==> config.mk <==
export PLATFORM = sky130hd
export DESIGN_NAME = spi_byte_master
export DESIGN_NICKNAME = d
export VERILOG_FILES = /design/src/rtl/spi_byte_master_pkg.sv /design/src/rtl/spi_rate_gen.sv /design/src/rtl/spi_shift_engine.sv /design/src/rtl/spi_reg_file.sv /design/src/rtl/spi_byte_master.sv
export SDC_FILE = /design/constraint.sdc
export NUM_CORES = 1
export LEC_CHECK = 0
export ABC_CLOCK_PERIOD_IN_PS = 3250
export BUFFER_PORTS_ARGS = -buffer_cell sky130_fd_sc_hd__buf_2
export CAP_MARGIN = 20
export CORE_ASPECT_RATIO = 0.9
export CORE_MARGIN = 3
export CORE_UTILIZATION = 60
export CTS_BUF_LIST = sky130_fd_sc_hd__clkbuf_8
export DETAILED_ROUTE_END_ITERATION = 8
export PLACE_DENSITY_LB_ADDON = 0.05
export SLEW_MARGIN = 0
export SYNTH_ARGS = -nofsm -noshare
export SYNTH_HDL_FRONTEND = slang
export SYNTH_HIERARCHICAL = 1
export SYNTH_SLANG_ARGS = --single-unit
==> constraint.sdc <==
create_clock -name clk_i -period 3.25 [get_ports clk_i]
set_clock_uncertainty 0.2 [all_clocks]
set_input_delay 0 -clock clk_i [delete_from_list [all_inputs] [get_ports clk_i]]
set_output_delay 0 -clock clk_i [all_outputs]
set_load 0.02 [all_outputs]
==> src/rtl/spi_byte_master_pkg.sv <==
package spi_byte_master_pkg;
  localparam int unsigned DW      = 8;
  localparam int unsigned RATE_W  = 2;
  localparam int unsigned BIT_W   = $clog2(DW);
  localparam int unsigned EDGE_W  = BIT_W + 1;
  localparam int unsigned CNT_W   = 2 * ((1 << RATE_W) - 1);

  localparam logic [1:0] A_CTRL = 2'd0;
  localparam logic [1:0] A_STAT = 2'd1;
  localparam logic [1:0] A_DATA = 2'd2;

  localparam int unsigned C_IE   = 7;
  localparam int unsigned C_EN   = 6;
  localparam int unsigned C_LSB  = 5;
  localparam int unsigned C_MST  = 4;
  localparam int unsigned C_CPOL = 3;
  localparam int unsigned C_CPHA = 2;

  typedef struct packed {
    logic              cpol;
    logic              cpha;
    logic              lsb;
    logic [RATE_W-1:0] rate;
  } cfg_t;
endpackage

==> src/rtl/spi_rate_gen.sv <==
module spi_rate_gen
  import spi_byte_master_pkg::*;
(
  input  logic              clk_i,
  input  logic              rst_ni,
  input  logic              run_i,
  input  logic [RATE_W-1:0] rate_i,
  output logic              tick_o
);
  logic [CNT_W-1:0] cnt_q;
  logic [CNT_W-1:0] half_m1;

  // half period = 4^rate cycles
  always_comb begin
    half_m1 = CNT_W'((32'd1 << {rate_i, 1'b0}) - 32'd1);
    tick_o  = run_i && (cnt_q == half_m1);
  end

  always_ff @(posedge clk_i or negedge rst_ni) begin
    if (!rst_ni)              cnt_q <= '0;
    else if (!run_i || tick_o) cnt_q <= '0;
    else                      cnt_q <= cnt_q + 1'b1;
  end
endmodule

==> src/rtl/spi_shift_engine.sv <==
module spi_shift_engine
  import spi_byte_master_pkg::*;
(
  input  logic          clk_i,
  input  logic          rst_ni,
  input  logic          start_i,
  input  logic [DW-1:0] data_i,
  input  cfg_t          cfg_i,
  input  logic          tick_i,
  input  logic          miso_i,
  output cfg_t          cfg_o,
  output logic          busy_o,
  output logic          done_o,
  output logic          sck_o,
  output logic          mosi_o,
  output logic [DW-1:0] rx_o
);
  cfg_t              cfg_q;
  logic              busy_q, done_q, sck_q, out_q;
  logic [DW-1:0]     tx_q, rx_q;
  logic [EDGE_W-1:0] edg_q;
  logic [BIT_W-1:0]  k, k_nxt, pos_cur, pos_nxt, pos_first;
  logic              leading, last_edge;

  always_comb begin
    k         = edg_q[EDGE_W-1:1];
    k_nxt     = k + 1'b1;
    leading   = ~edg_q[0];
    last_edge = (edg_q == EDGE_W'(2*DW-1));
    pos_cur   = cfg_q.lsb ? k     : BIT_W'(DW-1) - k;
    pos_nxt   = cfg_q.lsb ? k_nxt : BIT_W'(DW-1) - k_nxt;
    pos_first = cfg_i.lsb ? '0    : BIT_W'(DW-1);
  end

  always_ff @(posedge clk_i or negedge rst_ni) begin
    if (!rst_ni) begin
      cfg_q  <= '0;
      busy_q <= 1'b0;
      done_q <= 1'b0;
      sck_q  <= 1'b0;
      out_q  <= 1'b0;
      tx_q   <= '0;
      rx_q   <= '0;
      edg_q  <= '0;
    end else begin
      done_q <= 1'b0;
      if (start_i) begin
        busy_q <= 1'b1;
        cfg_q  <= cfg_i;
        tx_q   <= data_i;
        rx_q   <= '0;
        edg_q  <= '0;
        sck_q  <= cfg_i.cpol;
        out_q  <= data_i[pos_first];
      end else if (busy_q && tick_i) begin
        sck_q <= ~sck_q;
        edg_q <= edg_q + 1'b1;
        if (leading) begin
          if (!cfg_q.cpha) rx_q[pos_cur] <= miso_i;
          else             out_q <= tx_q[pos_cur];
        end else begin
          if (!cfg_q.cpha) begin
            if (k != BIT_W'(DW-1)) out_q <= tx_q[pos_nxt];
          end else begin
            rx_q[pos_cur] <= miso_i;
          end
        end
        if (last_edge) begin
          busy_q <= 1'b0;
          done_q <= 1'b1;
        end
      end
    end
  end

  assign cfg_o  = cfg_q;
  assign busy_o = busy_q;
  assign done_o = done_q;
  assign sck_o  = sck_q;
  assign mosi_o = out_q;
  assign rx_o   = rx_q;
endmodule

==> src/rtl/spi_reg_file.sv <==
module spi_reg_file
  import spi_byte_master_pkg::*;
(
  input  logic          clk_i,
  input  logic          rst_ni,
  input  logic          req_i,
  input  logic          we_i,
  input  logic [1:0]    addr_i,
  input  logic [DW-1:0] wdata_i,
  output logic [DW-1:0] rdata_o,
  input  logic          busy_i,
  input  logic          done_i,
  input  logic [DW-1:0] rx_i,
  output cfg_t          cfg_o,
  output logic          master_on_o,
  output logic          start_o,
  output logic          irq_o,
  output logic          flag_o,
  output logic          wcol_o
);
  logic [DW-1:0] ctrl_q, rxbuf_q;
  logic          flag_q, wcol_q, armed_q;
  logic          wr_data, acc_data, rd_stat, clr, coll;

  always_comb begin
    wr_data     = req_i && we_i && (addr_i == A_DATA);
    acc_data    = req_i && (addr_i == A_DATA);
    rd_stat     = req_i && !we_i && (addr_i == A_STAT);
    clr         = acc_data && armed_q;
    master_on_o = ctrl_q[C_EN] && ctrl_q[C_MST];
    coll        = wr_data && busy_i;
    start_o     = wr_data && !busy_i && master_on_o;
    cfg_o       = '{cpol: ctrl_q[C_CPOL], cpha: ctrl_q[C_CPHA],
                    lsb:  ctrl_q[C_LSB],  rate: ctrl_q[RATE_W-1:0]};
    irq_o       = flag_q && ctrl_q[C_IE];
    flag_o      = flag_q;
    wcol_o      = wcol_q;
    unique case (addr_i)
      A_CTRL:  rdata_o = ctrl_q;
      A_STAT:  rdata_o = {flag_q, wcol_q, {(DW-2){1'b0}}};
      A_DATA:  rdata_o = rxbuf_q;
      default: rdata_o = '0;
    endcase
  end

  always_ff @(posedge clk_i or negedge rst_ni) begin
    if (!rst_ni) begin
      ctrl_q  <= '0;
      rxbuf_q <= '0;
      flag_q  <= 1'b0;
      wcol_q  <= 1'b0;
      armed_q <= 1'b0;
    end else begin
      if (req_i && we_i && (addr_i == A_CTRL)) ctrl_q <= wdata_i;
      if (done_i) rxbuf_q <= rx_i;
      if (done_i)   flag_q <= 1'b1;
      else if (clr) flag_q <= 1'b0;
      if (coll)     wcol_q <= 1'b1;
      else if (clr) wcol_q <= 1'b0;
      if (clr)                    armed_q <= 1'b0;
      else if (rd_stat && flag_q) armed_q <= 1'b1;
    end
  end
endmodule

==> src/rtl/spi_byte_master.sv <==
module spi_byte_master
  import spi_byte_master_pkg::*;
(
  input  logic          clk_i,
  input  logic          rst_ni,
  input  logic          req_i,
  input  logic          we_i,
  input  logic [1:0]    addr_i,
  input  logic [DW-1:0] wdata_i,
  output logic [DW-1:0] rdata_o,
  output logic          sck_o,
  output logic          mosi_o,
  input  logic          miso_i,
  output logic          miso_dir_o,
  output logic          irq_o
);
  cfg_t          cfg_reg, cfg_run;
  logic          start, busy, done, tick, sck_raw, master_on, flag, wcol;
  logic [DW-1:0] rx;

  spi_reg_file u_regs (
    .clk_i, .rst_ni, .req_i, .we_i, .addr_i, .wdata_i, .rdata_o,
    .busy_i(busy), .done_i(done), .rx_i(rx),
    .cfg_o(cfg_reg), .master_on_o(master_on), .start_o(start),
    .irq_o, .flag_o(flag), .wcol_o(wcol)
  );

  spi_rate_gen u_rate (
    .clk_i, .rst_ni, .run_i(busy), .rate_i(cfg_run.rate), .tick_o(tick)
  );

  spi_shift_engine u_eng (
    .clk_i, .rst_ni, .start_i(start), .data_i(wdata_i), .cfg_i(cfg_reg),
    .tick_i(tick), .miso_i, .cfg_o(cfg_run), .busy_o(busy), .done_o(done),
    .sck_o(sck_raw), .mosi_o, .rx_o(rx)
  );

  assign sck_o      = busy ? sck_raw : cfg_reg.cpol;
  assign miso_dir_o = master_on;
endmodule

==> results_dict.tcl <==
set metrics [dict create \
    cts.repair.resized 0 \
    insertedDiodeCount 0 \
    worstMarginPinSlew_ns 0.970 \
    run_status "complete, no violations" \
    timing_worst_setup_path_type "reg -> reg" \
    design.final.nets 311 \
    slew_headroom_pct 35.3 \
    total_area_of_multi_input_combinational_cells_um2 1580 \
    grt_first_pass_wirelength_mm 10.5 \
    post_cts_buffers 0 \
    dpl.cell_count 335 \
    p_sw_share_pct 37.3 \
    largest_vdd_supply_drop_mv 0.478 \
    io_buf_count 26 \
    final_util_pct 72.0 \
    pre_cts_slack_ns 0.498 \
    post_cts_hold_buffer_count 12 \
    report.final.slew_viol_count 0 \
    viasPerCell 5.73 \
    r2r_cells 8 \
    post_detailed_route_count_of_antenna_violating_nets 0 \
    final_cell_area_um2 3350 \
    grt_start_max_net_pins 45 \
    die_h_um 73.6 \
    detailedPlacementHpwl_mm 4.38 \
    p_leak_nw 1.55 \
    number_of_iterations_in_the_first_detailed_routing_pass 4 \
    maxClockFrequency_mhz 362 \
    cp_cell_sequence "or4_4, a21boi_0, o21a_1, and2_1, a31oi_2, nor2b_1, mux2i_1, o21ai_1" \
    layout_common_cells "sky130_fd_sc_hd__dfrtp_1, sky130_fd_sc_hd__buf_2, sky130_fd_sc_hd__mux2i_1, sky130_fd_sc_hd__nor2_1, sky130_fd_sc_hd__mux2_2" \
    cp.depth 8 \
    timing.critical_path.buf_inv 0 \
    final.min_clock_period_ns 2.77 \
    dpl-instance-area_um2 3150 \
    routed_wl_mm 6.18 \
    cts_max_level 2 \
    setup-violations-final 0 \
    min_path_type "in -> reg" \
    per_cell_routed_wire_length_um 17.4 \
    finalHoldViolCount 0 \
    postSynthNetCount 283 \
    critical_path.top_delay_family "simple AND/OR/NAND/NOR gates" \
    tritoncts "yes" \
    post_synth_instance_area_um2 3050 \
    numCtsBuffers 5 \
    mostFrequentLayoutCell "sky130_fd_sc_hd__dfrtp_1" \
    rsz0062_at_grt "false" \
    drc 0 \
    worst_hold_path.num_cells 3 \
    clk_path_buf_depth 2 \
    dieWidth_um 81.1 \
    seq_power_share_pct 43.6 \
    comb_power_share_pct 41.6 \
    total_power_mw 2.42 \
    synthesis.instances 264 \
    initial_core_util_pct 65.4 \
    globalplace.congestion 0.800 \
    synthToLayoutAreaGrowth_pct 10.0 \
    detailroute.via_count 2034 \
    sort_of_element_at_the_end_of_the_critical_path "flop" \
    clock_sink_count 53 \
    n_fill_cell 357 \
    switching_power_mw 0.905 \
    final.hold.worst_slack_ns 0.0325 \
    clk_pin_slew_worst_paths_ns 0.10 \
    finish.cell_count_without_fillers 355 \
    power.density_nw_per_um2 722 \
    groute.usage.overall_pct 23.2 \
    cp-start-kind "flop" \
    cap_viol_max_count 0 \
    clk_root_buffer_cell "sky130_fd_sc_hd__clkbuf_8" \
    critical_path.max_stage_delay_ns 0.54 \
    regToRegStartpoint "u_eng/cfg_o[1]$_DFFE_PN0P_" \
    postSynthAreaPerCell_um2 11.5 \
    timing.final.ws_setup_ns 0.484 \
    ff_latch_area_um2 1330 \
    die_area_um2 5970 \
    critPathLaunch "u_eng/cfg_o[1]$_DFFE_PN0P_" \
    core.rowCount 23 \
    first_global_vias 2029 \
    drive_gt1_share_pct 26.3 \
    detailedRoute.firstIterationViolations 137 \
    internal_power_mw 1.52 \
    gr-total-overflow 0 \
    grt_antenna_before_repair 0 \
    clkLatencyLatePin_ns 0.30 \
    final.setup.tns_ns 0 \
    cp_slowest_cell "sky130_fd_sc_hd__or4_4" \
    yosys_warnings 6 \
    layout_worst_path_cycle_share_pct 85.1 \
    timing.critical_path.required_ns 3.28 \
    clkPwrFrac_pct 14.8 \
    critical_path_maximum_fanout 9 \
    design.portCount 27 \
    hp-start "addr_i[1]" \
    floorplan.core_area_um2 4660 \
    worst-endpoint-arrival_ns 2.79 \
]
## flip-flops by register name, indices dropped and copies added (netlist names)
| name | flops |
|---|---|
| u_regs/armed_q | 1 |
| u_regs/rxbuf_q | 8 |
| u_eng/done_o | 1 |
| u_eng/busy_o | 1 |
| u_regs/wcol_o | 1 |
| u_eng/rx_o | 8 |
| u_rate/cnt_q | 6 |
| u_eng/tx_q | 8 |
| u_eng/edg_q | 4 |
| u_eng/sck_o | 1 |
| u_regs/ctrl_q | 8 |
| u_eng/cfg_o | 4 |
| u_eng/mosi_o | 1 |
| u_regs/flag_o | 1 |
## layer usage
metal	global-route usage, %	share of wire [%]	vias to the layer above
li1	-	-	999
met1	33.1	48	993
met2	36.8	47	40
met3	4.04	4.3	2
met4	6.19	0.58	0
met5	0	0	-
## cell type report
cell class	count	share of cell area, %
clock buffers	5	2.05
flip-flops and latches	53	39.5
well taps	62	2.31
clock inverters	3	0.448
multi-input cells	187	47.0
inverters	3	0.336
repair buffers	42	8.36
## worst paths after layout
path                                               to  slack [ns]
min reg2reg                 u_regs/wcol_o$_DFFE_PN0P_        0.31
max in group asynchronous   u_eng/rx_o[0]$_DFFE_PN0P_        1.94
min in group asynchronous  u_regs/armed_q$_DFFE_PN0P_        0.18
min                         u_regs/wcol_o$_DFFE_PN0P_        0.03
max reg2reg                 u_eng/rx_o[1]$_DFFE_PN0P_        0.48
max                         u_eng/rx_o[1]$_DFFE_PN0P_        0.48
## power by group through the flow
stage / Clock [mW] / Sequential, mW / Combinational (mW)
after floorplan: 0 / 0.968 / 0.896
after global placement: 0 / 1.05 / 0.970
after detailed placement: 0 / 1.07 / 0.992
after CTS: 0.365 / 1.05 / 1.01
after global routing: 0.388 / 1.09 / 1.11
final: 0.358 / 1.06 / 1.01
## worst register-to-register path: stages, from the launching register on
cell and delay, ns:
sky130_fd_sc_hd__dfrtp_1 0.44, sky130_fd_sc_hd__or4_4 0.54, sky130_fd_sc_hd__a21boi_0 0.18, sky130_fd_sc_hd__o21a_1 0.16, sky130_fd_sc_hd__and2_1 0.16, sky130_fd_sc_hd__a31oi_2 0.20
sky130_fd_sc_hd__nor2b_1 0.49, sky130_fd_sc_hd__mux2i_1 0.16, sky130_fd_sc_hd__o21ai_1 0.16
No activity file was read; power rests on OpenSTA's default activity.
